[src/rtl/strip_seq_pkg.sv]
package strip_seq_pkg;

  // Strobes from the control FSM to the datapath
  typedef struct packed {
    logic restart;  // active vertical sync edge
    logic rdHi;     // read control byte
    logic rdLo;     // read second byte, capture control byte
    logic capLo;    // capture second byte, descriptor ready
  } seqCtrl_t;

  typedef enum logic [1:0] {
    F_IDLE = 2'd0,
    F_HI   = 2'd1,
    F_LO   = 2'd2,
    F_CAP  = 2'd3
  } fetchSt_t;

endpackage

[src/rtl/strip_seq_ctrl.sv]
module strip_seq_ctrl
  import strip_seq_pkg::*;
(
  input  logic     clk,
  input  logic     rst_n,
  input  logic     vsyncIn,
  input  logic     cfgVsRise,
  input  logic     fetchNeed,
  output seqCtrl_t strobes
);

  logic     vsPrev;
  logic     vsEdge;
  fetchSt_t st, stNext;

  assign vsEdge = cfgVsRise ? (vsyncIn & ~vsPrev) : (~vsyncIn & vsPrev);

  always_comb begin
    stNext = st;
    if (vsEdge) stNext = F_HI;
    else begin
      case (st)
        F_IDLE:  if (fetchNeed) stNext = F_HI;
        F_HI:    stNext = F_LO;
        F_LO:    stNext = F_CAP;
        default: stNext = F_IDLE;
      endcase
    end
  end

  always_ff @(posedge clk or negedge rst_n) begin
    if (!rst_n) begin
      vsPrev <= 1'b0;
      st     <= F_IDLE;
    end else begin
      vsPrev <= vsyncIn;
      st     <= stNext;
    end
  end

  assign strobes.restart = vsEdge;
  assign strobes.rdHi    = (st == F_HI);
  assign strobes.rdLo    = (st == F_LO);
  assign strobes.capLo   = (st == F_CAP);

  // the second byte read always follows the control byte read
  a_r2_hi_then_lo: assert property (@(posedge clk) disable iff (!rst_n)
    strobes.rdHi && !strobes.restart |=> strobes.rdLo);

  // the descriptor is captured right after the second byte read
  a_r2_lo_then_cap: assert property (@(posedge clk) disable iff (!rst_n)
    strobes.rdLo && !strobes.restart |=> strobes.capLo);

endmodule

[src/rtl/strip_seq_datapath.sv]
module strip_seq_datapath
  import strip_seq_pkg::*;
#(
  parameter int ADDR_W   = 10,
  parameter int PAGE_W   = 3,
  parameter int HEIGHT_W = 6,
  parameter int LEN_W    = 8
) (
  input  logic                clk,
  input  logic                rst_n,
  input  seqCtrl_t            strobes,
  input  logic                lineEvt,
  input  logic [PAGE_W-1:0]   cfgPage,
  input  logic [HEIGHT_W-1:0] cfgCharHeight,
  input  logic                cfgFillBlack,
  input  logic [7:0]          ramData,
  output logic                ramRd,
  output logic [ADDR_W-1:0]   ramAddr,
  output logic                fetchNeed,
  output logic                lineStrobe,
  output logic                lineActive,
  output logic                lineIsChar,
  output logic                lineDraw,
  output logic                lineFillBlack,
  output logic [HEIGHT_W-1:0] lineRow,
  output logic [ADDR_W-1:0]   lineCodeAddr
);

  localparam int PAGE_SHIFT = ADDR_W - 1 - PAGE_W;
  localparam int CODE_HI_W  = ADDR_W - 8;

  logic [ADDR_W-1:0] ptr;
  logic [7:0]        descHi, descLo;
  logic              descReady;

  logic              stripLive;
  logic              curChar, curDe, curZy;
  logic [ADDR_W-1:0] curCode;
  logic [LEN_W-1:0]  curLen, lineNo;

  // Decode of the pending descriptor
  logic                newChar, newDe, newZy;
  logic [ADDR_W-1:0]   newCode;
  logic [HEIGHT_W-1:0] heightEff;
  logic [LEN_W-1:0]    newLen;
  logic                newLast, liveLast;
  logic [HEIGHT_W-1:0] liveRow;

  assign newChar   = descHi[7];
  assign newDe     = descHi[6];
  assign newZy     = descHi[4];
  assign newCode   = {descHi[CODE_HI_W-1:0], descLo[7:1], 1'b0};
  assign heightEff = (cfgCharHeight == '0) ? HEIGHT_W'(1) : cfgCharHeight;

  always_comb begin
    if (newChar)
      newLen = newZy ? LEN_W'({heightEff, 1'b0}) : LEN_W'(heightEff);
    else
      newLen = (descLo == 8'd0) ? LEN_W'(1) : LEN_W'(descLo);
  end

  assign newLast  = (newLen == LEN_W'(1));
  assign liveLast = ((lineNo + LEN_W'(1)) == curLen);
  assign liveRow  = curZy ? lineNo[HEIGHT_W:1] : lineNo[HEIGHT_W-1:0];

  assign ramRd   = strobes.rdHi | strobes.rdLo;
  assign ramAddr = strobes.rdLo ? (ptr | ADDR_W'(1)) : ptr;

  assign fetchNeed = lineEvt & ~strobes.restart &
                     ((stripLive & liveLast) | (~stripLive & descReady & newLast));

  // Descriptor fetch and strip state
  always_ff @(posedge clk or negedge rst_n) begin
    if (!rst_n) begin
      ptr       <= '0;
      descHi    <= '0;
      descLo    <= '0;
      descReady <= 1'b0;
      stripLive <= 1'b0;
      curChar   <= 1'b0;
      curDe     <= 1'b0;
      curZy     <= 1'b0;
      curCode   <= '0;
      curLen    <= '0;
      lineNo    <= '0;
    end else if (strobes.restart) begin
      ptr       <= {1'b0, cfgPage, {PAGE_SHIFT{1'b0}}};
      descReady <= 1'b0;
      stripLive <= 1'b0;
    end else begin
      if (strobes.rdLo) descHi <= ramData;
      if (strobes.capLo) begin
        descLo    <= ramData;
        descReady <= 1'b1;
        ptr       <= ptr + ADDR_W'(2);
      end
      if (lineEvt) begin
        if (stripLive) begin
          lineNo <= lineNo + LEN_W'(1);
          if (liveLast) stripLive <= 1'b0;
        end else if (descReady) begin
          curChar   <= newChar;
          curDe     <= newDe;
          curZy     <= newZy;
          curCode   <= newCode;
          curLen    <= newLen;
          lineNo    <= LEN_W'(1);
          stripLive <= ~newLast;
          descReady <= 1'b0;
        end
      end
    end
  end

  // Line report
  always_ff @(posedge clk or negedge rst_n) begin
    if (!rst_n) begin
      lineStrobe    <= 1'b0;
      lineActive    <= 1'b0;
      lineIsChar    <= 1'b0;
      lineDraw      <= 1'b0;
      lineFillBlack <= 1'b0;
      lineRow       <= '0;
      lineCodeAddr  <= '0;
    end else begin
      lineStrobe <= lineEvt;
      if (lineEvt) begin
        if (!strobes.restart && stripLive) begin
          lineActive    <= 1'b1;
          lineIsChar    <= curChar;
          lineDraw      <= curChar & curDe;
          lineFillBlack <= ~(curChar & curDe) & cfgFillBlack;
          lineRow       <= curChar ? liveRow : '0;
          lineCodeAddr  <= curChar ? curCode : '0;
        end else if (!strobes.restart && descReady) begin
          lineActive    <= 1'b1;
          lineIsChar    <= newChar;
          lineDraw      <= newChar & newDe;
          lineFillBlack <= ~(newChar & newDe) & cfgFillBlack;
          lineRow       <= '0;
          lineCodeAddr  <= newChar ? newCode : '0;
        end else begin
          lineActive    <= 1'b0;
          lineIsChar    <= 1'b0;
          lineDraw      <= 1'b0;
          lineFillBlack <= 1'b0;
          lineRow       <= '0;
          lineCodeAddr  <= '0;
        end
      end
    end
  end

  // the read after a restart targets the selected page base
  a_r1_page_base: assert property (@(posedge clk) disable iff (!rst_n)
    strobes.restart |=> ramRd && (ramAddr == {1'b0, $past(cfgPage), {PAGE_SHIFT{1'b0}}}));

  // a captured descriptor is ready for the next line
  a_r2_ready_after_cap: assert property (@(posedge clk) disable iff (!rst_n)
    strobes.capLo && !strobes.restart |=> descReady || lineStrobe);

  // drawing only happens on active character lines without black fill
  a_r7_draw_is_char: assert property (@(posedge clk) disable iff (!rst_n)
    lineStrobe && lineDraw |-> lineIsChar && lineActive && !lineFillBlack);

  // spacing lines carry neither row nor code address
  a_r4_spacing_clean: assert property (@(posedge clk) disable iff (!rst_n)
    lineStrobe && !lineIsChar |-> (lineRow == '0) && (lineCodeAddr == '0));

  // character code addresses are even
  a_r5_even_code: assert property (@(posedge clk) disable iff (!rst_n)
    lineStrobe && lineIsChar |-> !lineCodeAddr[0]);

  // an idle line reports nothing to draw or fill
  a_r8_idle_quiet: assert property (@(posedge clk) disable iff (!rst_n)
    lineStrobe && !lineActive |-> !lineDraw && !lineFillBlack && !lineIsChar);

endmodule

[src/rtl/strip_sequencer.sv]
module strip_sequencer
  import strip_seq_pkg::*;
#(
  parameter int ADDR_W   = 10,
  parameter int PAGE_W   = 3,
  parameter int HEIGHT_W = 6,
  parameter int LEN_W    = 8
) (
  input  logic                clk,
  input  logic                rst_n,
  input  logic                vsyncIn,
  input  logic                cfgVsRise,
  input  logic                lineEvt,
  input  logic [PAGE_W-1:0]   cfgPage,
  input  logic [HEIGHT_W-1:0] cfgCharHeight,
  input  logic                cfgFillBlack,
  output logic                ramRd,
  output logic [ADDR_W-1:0]   ramAddr,
  input  logic [7:0]          ramData,
  output logic                lineStrobe,
  output logic                lineActive,
  output logic                lineIsChar,
  output logic                lineDraw,
  output logic                lineFillBlack,
  output logic [HEIGHT_W-1:0] lineRow,
  output logic [ADDR_W-1:0]   lineCodeAddr
);

  seqCtrl_t strobes;
  logic     fetchNeed;

  strip_seq_ctrl u_ctrl (
    .clk       (clk),
    .rst_n     (rst_n),
    .vsyncIn   (vsyncIn),
    .cfgVsRise (cfgVsRise),
    .fetchNeed (fetchNeed),
    .strobes   (strobes)
  );

  strip_seq_datapath #(
    .ADDR_W   (ADDR_W),
    .PAGE_W   (PAGE_W),
    .HEIGHT_W (HEIGHT_W),
    .LEN_W    (LEN_W)
  ) u_dp (
    .clk           (clk),
    .rst_n         (rst_n),
    .strobes       (strobes),
    .lineEvt       (lineEvt),
    .cfgPage       (cfgPage),
    .cfgCharHeight (cfgCharHeight),
    .cfgFillBlack  (cfgFillBlack),
    .ramData       (ramData),
    .ramRd         (ramRd),
    .ramAddr       (ramAddr),
    .fetchNeed     (fetchNeed),
    .lineStrobe    (lineStrobe),
    .lineActive    (lineActive),
    .lineIsChar    (lineIsChar),
    .lineDraw      (lineDraw),
    .lineFillBlack (lineFillBlack),
    .lineRow       (lineRow),
    .lineCodeAddr  (lineCodeAddr)
  );

endmodule

[config.mk]
export PLATFORM = sky130hd
export DESIGN_NAME = strip_sequencer
export DESIGN_NICKNAME = d
export VERILOG_FILES = /design/src/rtl/strip_seq_pkg.sv /design/src/rtl/strip_seq_ctrl.sv /design/src/rtl/strip_seq_datapath.sv /design/src/rtl/strip_sequencer.sv
export SDC_FILE = /design/constraint.sdc
export NUM_CORES = 1
export LEC_CHECK = 0
export ABC_AREA = 1
export BUFFER_PORTS_ARGS = -buffer_cell sky130_fd_sc_hd__buf_2
export CAP_MARGIN = 20
export CORE_MARGIN = 2
export CORE_UTILIZATION = 55
export DETAILED_ROUTE_END_ITERATION = 10
export PLACE_DENSITY = 0.77
export RECOVER_POWER = 25
export REMOVE_ABC_BUFFERS = 1
export SYNTH_ARGS = -nofsm -noshare
export SYNTH_HDL_FRONTEND = slang
export SYNTH_HIERARCHICAL = 1
export SYNTH_SLANG_ARGS = --single-unit
[constraint.sdc]
create_clock -name clk -period 4.1 [get_ports clk]
set_input_delay 0.82 -clock clk [delete_from_list [all_inputs] [get_ports clk]]
set_output_delay 0.82 -clock clk [all_outputs]
set_load 0.01 [all_outputs]
# --- Word-level counts from Yosys, hierarchy flattened ---
# Cells that the tools add are included.
totals:
  out_inout_bits: 32
  in_bits: 23
  register_bits: 80
  elab_cells: 99
op_classes:
  n_mux: 38
  n_eq_ne: 6
  reduce_logical: 13
  n_bitwise: 20
  addsub: 2
op_table:
  columns: ["operator", "count"]
  rows:
  - ["two-way mux 10 bit", 6]
  - ["two-way mux 8 bit", 4]
  - ["two-way mux 6 bit", 4]
  - ["two-way mux 1 bit", 20]
  - ["bitwise AND 1 bit", 11]
  - ["adder 10 x 2 -> 10 bit (second input constant)", 1]
  - ["adder 8 x 1 -> 8 bit (second input constant)", 1]
  - ["equality test 8 x 1 -> 1 bit (second input constant)", 1]
  - ["equality test 8 bit", 1]
  - ["zero test 8 bit", 1]
  - ["two-way mux 7 bit", 1]
  - ["NOT 1 bit", 7]
  - ["zero test 6 bit", 1]
  - ["one-hot mux 2 bit (3 select lines)", 1]
  - ["nonzero test 2 bit", 3]
  - ["equality test 2 bit (second input constant)", 2]
  - ["two-way mux 2 bit", 2]
  - ["AND reduction 2 bit", 2]
  - ["AND reduction 4 bit", 1]
  - ["!= test 3 x 2 -> 1 bit (second input constant)", 1]
  - ["AND reduction 3 bit", 1]
  - ["equality test 2 x 1 -> 1 bit (second input constant)", 1]
  - ["logical AND 1 bit", 2]
  - ["zero test 2 bit", 1]
  - ["other kinds (2)", 3]

# --- Logic depth before layout (Yosys ltp) ---
# Gate-level depths: netlist (run 1).
logic_depth:
  depth_word: 11
  mapped_depth: 17
  depth_no_buf: 17

# --- Cells and area by module ---
# The synthesis (run 1) kept the hierarchy.
by_module_without_submodules:
  columns: ["module", "n_inst", "area_each_um2", "cells_each", "seq_area_each_um2"]
  rows:
  - ["strip_seq_datapath", 1, 3504.6, 430, 1801.7]
  - ["strip_seq_ctrl", 1, 234.0, 33, 75.1]

# --- Worst setup path after synthesis (run 1) ---
# Ideal clock, no wire load.
synth_timing:
  kind: "input-to-reg"
  start: "input port cfgVsRise"
  end: "register u_ctrl.st[1]"
  setup_time_ps: 113
  slack_ps: 2066
  t_arrival_ps: 1921
  stages: 17
  path_buffers: 1
  required_ps: 3987
  path_cell_list: "inv_1 -> nand2_1 -> nand2_1 -> nand2_2 -> inv_1 -> buf_4 -> inv_2 -> nand2_2 -> clkinv_2 -> nand4_1 -> o21ai_2 -> inv_1 -> nand2_1 -> nand2_1 -> nand2_1 -> nand2_1 -> inv_1"
synth_between:
  elab_chain_len: 5
  word_cells_on_any_way: 6
  classes_between: "eq/ne (1); mux (2); bitwise (3)"
synth_lines:
  columns: ["element", "line", "source"]
  rows:
  - ["start, declared", "strip_sequencer.sv:12", "input logic cfgVsRise,"]
  - ["two-way mux 1 bit", "strip_seq_ctrl.sv:16", "assign vsEdge = cfgVsRise ? (vsyncIn & ~vsPrev) : (~vsyncIn & vsPrev);"]
  - ["named net u_ctrl.vsEdge", "strip_seq_ctrl.sv:13", "logic vsEdge;"]
  - ["NOT 1 bit (no source line)", null, null]
  - ["bitwise AND 1 bit (2 in series)", "strip_seq_datapath.sv:69", "assign fetchNeed = lineEvt & ~strobes.restart &"]
  - ["named net fetchNeed", "strip_sequencer.sv:30", "logic fetchNeed;"]
  - ["!= test 3 x 2 -> 1 bit (no source line)", null, null]
  - ["end signal, assigned", "strip_seq_ctrl.sv:37", "st <= stNext;"]
  - ["end, declared", "strip_seq_ctrl.sv:14", "fetchSt_t st, stNext;"]
# The timed path passes the listed nets, and every way through them passes these cells.
# A chain may end at the register's enable or synchronous reset.

==> results.cfg, run 1 <==
[critical_path]
crit_buf_inv = 7
cp_max_fo = 34
crit_slowest_cell = nand2_2
crit_path_frequent_cell = nand2_1
endpoint_kind = register
crit_path_start_kind = input port
cp.required_ns = 4.35
slowest_delay_ns = 0.44
arrival_ns = 2.72
worstSetupPathType = in2reg
crit_family = simple AND/OR/NAND/NOR gates
cp_cell_sequence = buf_2 -> inv_1 -> nand2_1 -> nand2_1 -> nand2_2 -> inv_1 -> inv_2 -> nand2_2 -> clkinv_2 -> nand4_1 -> o21ai_2 -> inv_1 -> nand2_1 -> nand2_1 -> nand2_1 -> nand2_1 -> inv_1

[sta]
period_needed_ns = 2.47
setup_viol = 0
clock-skew-final_ns = 0.00783
drv_slew = 76
worst_slack_ns = 1.63
relSlewSlack = -0.204
fmax_mhz = 405
finalCritPeriodShare = 0.602
finalSetupTns_ns = 0
tightest_slew_ns = 1.81
whs_ns = 0.478
hold_violations = 0
rsz0062_at_grt = no

[detailed_routing]
vias = 3199
wl_met2_um = 3890
drt_pass1_iterations = 5
drt-total-wl_um = 8080
ant_nets = 0
top_layer = met4
met1_length_um = 3710
routedWlPerCell_um = 13.6
drt-initial-drc-count = 199
via_per_inst = 5.37
route.met3.wl_um = 343
route.detailed.drc = 0

[logic_synthesis]
synthCells = 463
seq_area_frac_synth = 0.502
yosysWarnings = 6
ys.flop_type = dfrtp_1
syn_area_per_cell_um2 = 8.07
async_flop_share = 1.00
ys_seq_elements = 75
netlist_area_um2 = 3740
yosysUniqueCellTypes = 37
synth_edf_count = 0

[clocking]
numCtsBuffers = 9
htreeDepth = 3
path_clk_slew_ns = 0.08
clock_sinks = 75
clockBufferDepth = 2
post_cts_buffers = 0
cts_root_buf = clkbuf_8
cts_resized = 0
cts_tree = built
cts_hold_buffers = 0
clk_latency_ns = 0.35

[final_layout]
nets = 540
multiInputGateArea_um2 = 1550
layout_common_cells = 128 x nand2_1, 75 x dfrtp_1, 57 x inv_1, 50 x buf_2, 49 x o21ai_0
antenna_cells = 0
nFillCells = 591
layout_commonest_cell = nand2_1
ff_latch_area_um2 = 1880
synthToLayoutAreaGrowth_pct = 13.2
stdcell_count = 596
fin_area_um2 = 4230
drive_gt1_frac = 0.172

[floorplanning]
die_x_um = 86.4
io-pin-count = 55
die_h_um = 86.4
core_um2 = 6680
die-area_um2 = 7470
start_util = 0.560
rows = 30

[placed_design]
routabilityCongestion = 0.881
dp_cells = 580
numPortBuffers = 53
dp_hpwl_um = 5760
placed_area_um2 = 4030
place_ws_ns = 1.29

[pwr]
leakage_nw = 2.16
p_per_area_nw_per_um2 = 634
ir_drop_uv = 335

[flow_run]
max-cap-violations = 1

[run_status]
violations = max-capacitance violations, max-slew violations
status = finished with violations

[grt]
antenna_found_initial = 0
grt.overflow.total = 0
track_usage = 0.240
grt_pass1_vias = 3117
grt_max_degree = 76
grt_pass1_wl_um = 14200

[worst_hold_path]
worst_hold_path_type = reg2reg
synthesized netlist by cell type, types with 4 or more instances:
| library cell | n | area share |
|---|---|---|
| a21oi_1 | 7 | 0.0094 |
| buf_2 | 5 | 0.0067 |
| clkbuf_1 | 8 | 0.0080 |
| dfrtp_1 | 75 | 0.50 |
| ha_1 | 6 | 0.020 |
| inv_1 | 57 | 0.057 |
| nand2_1 | 128 | 0.13 |
| nand2_2 | 7 | 0.012 |
| nand3_1 | 45 | 0.060 |
| nand4_1 | 4 | 0.0067 |
| nor2_1 | 22 | 0.022 |
| o211ai_1 | 10 | 0.020 |
| o21ai_0 | 49 | 0.066 |
| o22ai_1 | 6 | 0.010 |
stage by stage:
step | util | power [W]
after global placement | 0.602 | 0.00206
after detailed placement | 0.602 | 0.00210
after floorplan | - | 0.00181
final | 0.633 | 0.00268
after global routing | 0.633 | 0.00291
after CTS | 0.634 | 0.00269
worst register-to-register path, cell delays in order (launching register included):
cell      delay, ns
dfrtp_1        0.39
inv_1          0.05
nand2_1        0.04
nand2_1        0.06
nand2_2        0.07
inv_1          0.18
inv_2          0.14
nand2_2        0.44
clkinv_2       0.23
nand4_1        0.16
o21ai_2        0.06
inv_1          0.09
nand2_1        0.08
nand2_1        0.06
nand2_1        0.05
nand2_1        0.06
inv_1          0.03
metal layers:
metal  track usage  up-vias
met2         0.397       89
met3        0.0381       12
li1              -     1596
met5             0        -
met1         0.321     1502
met4        0.0895        0
path summary, 6_finish.rpt:
| kind | from | end | slack [ns] | cells after the start |
|---|---|---|---|---|
| max | cfgVsRise | u_ctrl/st[1] | 1.63 | 17 |
| min | u_dp/lineRow[4] | u_dp/lineRow[4] | 0.48 | 2 |
| min reg2reg | u_dp/lineRow[4] | u_dp/lineRow[4] | 0.48 | 2 |
| min in group asynchronous | rst_n | u_dp/lineCodeAddr[2] | 0.95 | 1 |
| max in group asynchronous | rst_n | u_dp/lineNo[5] | 2.08 | 1 |
| max reg2reg | u_ctrl/vsPrev | u_ctrl/st[1] | 1.82 | 16 |
where the power goes:
| group | switching [W] | total (W) | internal [W] | leakage, nW |
|---|---|---|---|---|
| Sequential | 0.000242 | 0.00122 | 0.000974 | 0.974 |
| Clock | 0.000275 | 0.000591 | 0.000316 | 0.106 |
| Combinational | 0.000551 | 0.000875 | 0.000325 | 1.08 |
| Total | 0.00107 | 0.00268 | 0.00161 | 2.16 |
layout make-up:
cell class | instances | area share
clock buffer | 11 | 0.0358
clock inverter | 5 | 0.0142
inverter | 59 | 0.0526
multi-input combinational | 312 | 0.366
sequential | 75 | 0.444
tap | 80 | 0.0237
timing repair buffer | 54 | 0.0639
state kept, by name, summed over array words and instances (netlist names), 2 cells and up:
register / flops
u_ctrl/st: 2
u_dp/curCode: 9
u_dp/curLen: 8
u_dp/descHi: 5
u_dp/descLo: 8
u_dp/lineCodeAddr: 9
u_dp/lineNo: 8
u_dp/lineRow: 6
u_dp/ptr: 9
logic make-up after synthesis:
logic type	Yosys count	synth area share
xor+xnor	4	0.00937
other cells	1	0.00100
compound gates	85	0.132
simple gates	216	0.252
fa+ha+maj	6	0.0201
flops	75	0.502
buf+inv	76	0.0833
No activity file was read; power rests on OpenSTA's default activity.
==> run 2: changes to the inputs <==
==> constraint.sdc (replaced) <==
create_clock -name clk -period 2.6 [get_ports clk]
set_input_delay 0.52 -clock clk [delete_from_list [all_inputs] [get_ports clk]]
set_output_delay 0.52 -clock clk [all_outputs]
set_load 0.01 [all_outputs]
==> results.cfg, run 2 (synthesis gave the netlist of run 1 again) <==
[critical_path]
rrSetupSlack_ns = 0.57
crit_path_start_kind = register
cp.required_ns = 2.08
timing.rr.end = u_ctrl/st[1]
worstSetupPathType = reg2out
r2r_start = u_dp/lineNo[0]
endpoint_kind = primary output
critical_path.endpoint = ramRd
r2r.worst_path.cells = 17
cp_max_fo = 4
critPathLaunch = u_ctrl/st[0]
arrival_ns = 1.52

[sta]
rsz0062_at_grt = no
tightest_slew_ns = 1.82
setup_viol = 0
finalCritPeriodShare = 0.785
finalSetupTns_ns = 0
fmax_mhz = 490
period_needed_ns = 2.04
clock-skew-final_ns = 0.00921
drv_slew = 34
relSlewSlack = -0.214
hold_violations = 0

[grt]
grt_pass1_vias = 2996
grt_max_degree = 43
use_met2 = 0.378
track_usage = 0.236
grt.overflow.total = 0
met1_usage = 0.322
use_met3 = 0.0495
antenna_found_initial = 0
busiest_layer = met2
grt_pass1_wl_um = 13700

[clocking]
cts_resized = 0
clockBufferDepth = 2
numCtsBuffers = 9
cts_root_buf = clkbuf_8
path_clk_slew_ns = 0.08
post_cts_buffers = 0
cts_hold_buffers = 0
clk_latency_ns = 0.35
clock_sinks = 75
cts_tree = built
htreeDepth = 3

[floorplanning]
rows = 30
io-pin-count = 55
core_um2 = 6680
die-area_um2 = 7470
start_util = 0.560
die_x_um = 86.4
die_h_um = 86.4

[final_layout]
synthToLayoutAreaGrowth_pct = 14.3
ff_latch_area_um2 = 1880
antenna_cells = 0
drive_gt1_frac = 0.171
nets = 543
multiInputGateArea_um2 = 1550
reg_top3 = u_dp/curCode x9, u_dp/lineCodeAddr x9, u_dp/ptr x9
layout_commonest_cell = nand2_1
layout_common_cells = 128 x nand2_1, 75 x dfrtp_1, 57 x inv_1, 50 x buf_2, 49 x o21ai_0
nFillCells = 584

[detailed_routing]
via_per_inst = 5.33
route.detailed.drc = 0
routedWlPerCell_um = 13.3
ant_nets = 0
vias = 3190
drt-total-wl_um = 7960
drt_pass1_iterations = 4
drt-initial-drc-count = 212

[placed_design]
routabilityCongestion = 0.925
dp_hpwl_um = 5770
numPortBuffers = 53

[worst_hold_path]
worst_hold_path_type = in2reg

[pwr]
p_per_area_nw_per_um2 = 1000
ir_drop_uv = 508
leakage_nw = 2.18
p_total_w = 0.00428

[run_status]
status = finished with violations
violations = max-capacitance violations, max-slew violations

[flow_run]
max-cap-violations = 1
-- run 2: routing by layer --
layer  vias to the layer above  share of wire
met5                         -              0
met4                         0          0.011
met3                        10          0.057
met2                        84           0.48
met1                      1490           0.45
li1                       1606              -
-- run 2: worst min path at each step --
| stage | start | endpoint | slack [ns] | cells after the start |
|---|---|---|---|---|
| finish | vsyncIn | u_ctrl/vsPrev | 0.31 | 1 |
| global route | vsyncIn | u_ctrl/vsPrev | 0.31 | 1 |
| CTS | rst_n | u_dp/lineCodeAddr[3] | 0.11 | 1 |
| detailed placement | u_dp/lineActive | u_dp/lineActive | 0.47 | 1 |
| global placement | u_dp/lineRow[1] | u_dp/lineRow[1] | 0.46 | 2 |
| floorplan | rst_n | u_ctrl/st[0] | 0.22 | 0 |
-- run 2: metrics by stage --
stage,utilization,area (um^2),worst slack (ns),hold WS [ns],cells
after detailed placement,0.608,4060,0.451,0.468,583
after global routing,0.640,4270,0.329,0.312,599
after global placement,0.608,4060,0.511,0.462,583
after CTS,0.640,4280,0.555,0.114,599
final,0.640,4270,0.559,0.314,599
after floorplan,-,3650,0.561,0.224,446
-- run 2: where the power goes --
part	switching (W)	internal, W	total (W)
clock network	0.000420	0.000568	0.000988
logic	0.000866	0.000524	0.00139
registers	0.000363	0.00154	0.00190
-- run 2: final cells by class --
| type | instances | area share |
|---|---|---|
| flip-flops and latches | 75 | 0.439 |
| multi-input cells | 312 | 0.363 |
| repair buffers | 57 | 0.0712 |
| inverters | 59 | 0.0521 |
| clock buffers | 12 | 0.0340 |
| well taps | 80 | 0.0234 |
| clock inverters | 4 | 0.0173 |
-- run 2: critical path, cell delays in order, from the launching register on --
cell and delay (ns):
dfrtp_1 0.41, inv_1 0.08, ha_1 0.24, or2_2 0.30, buf_2 0.14
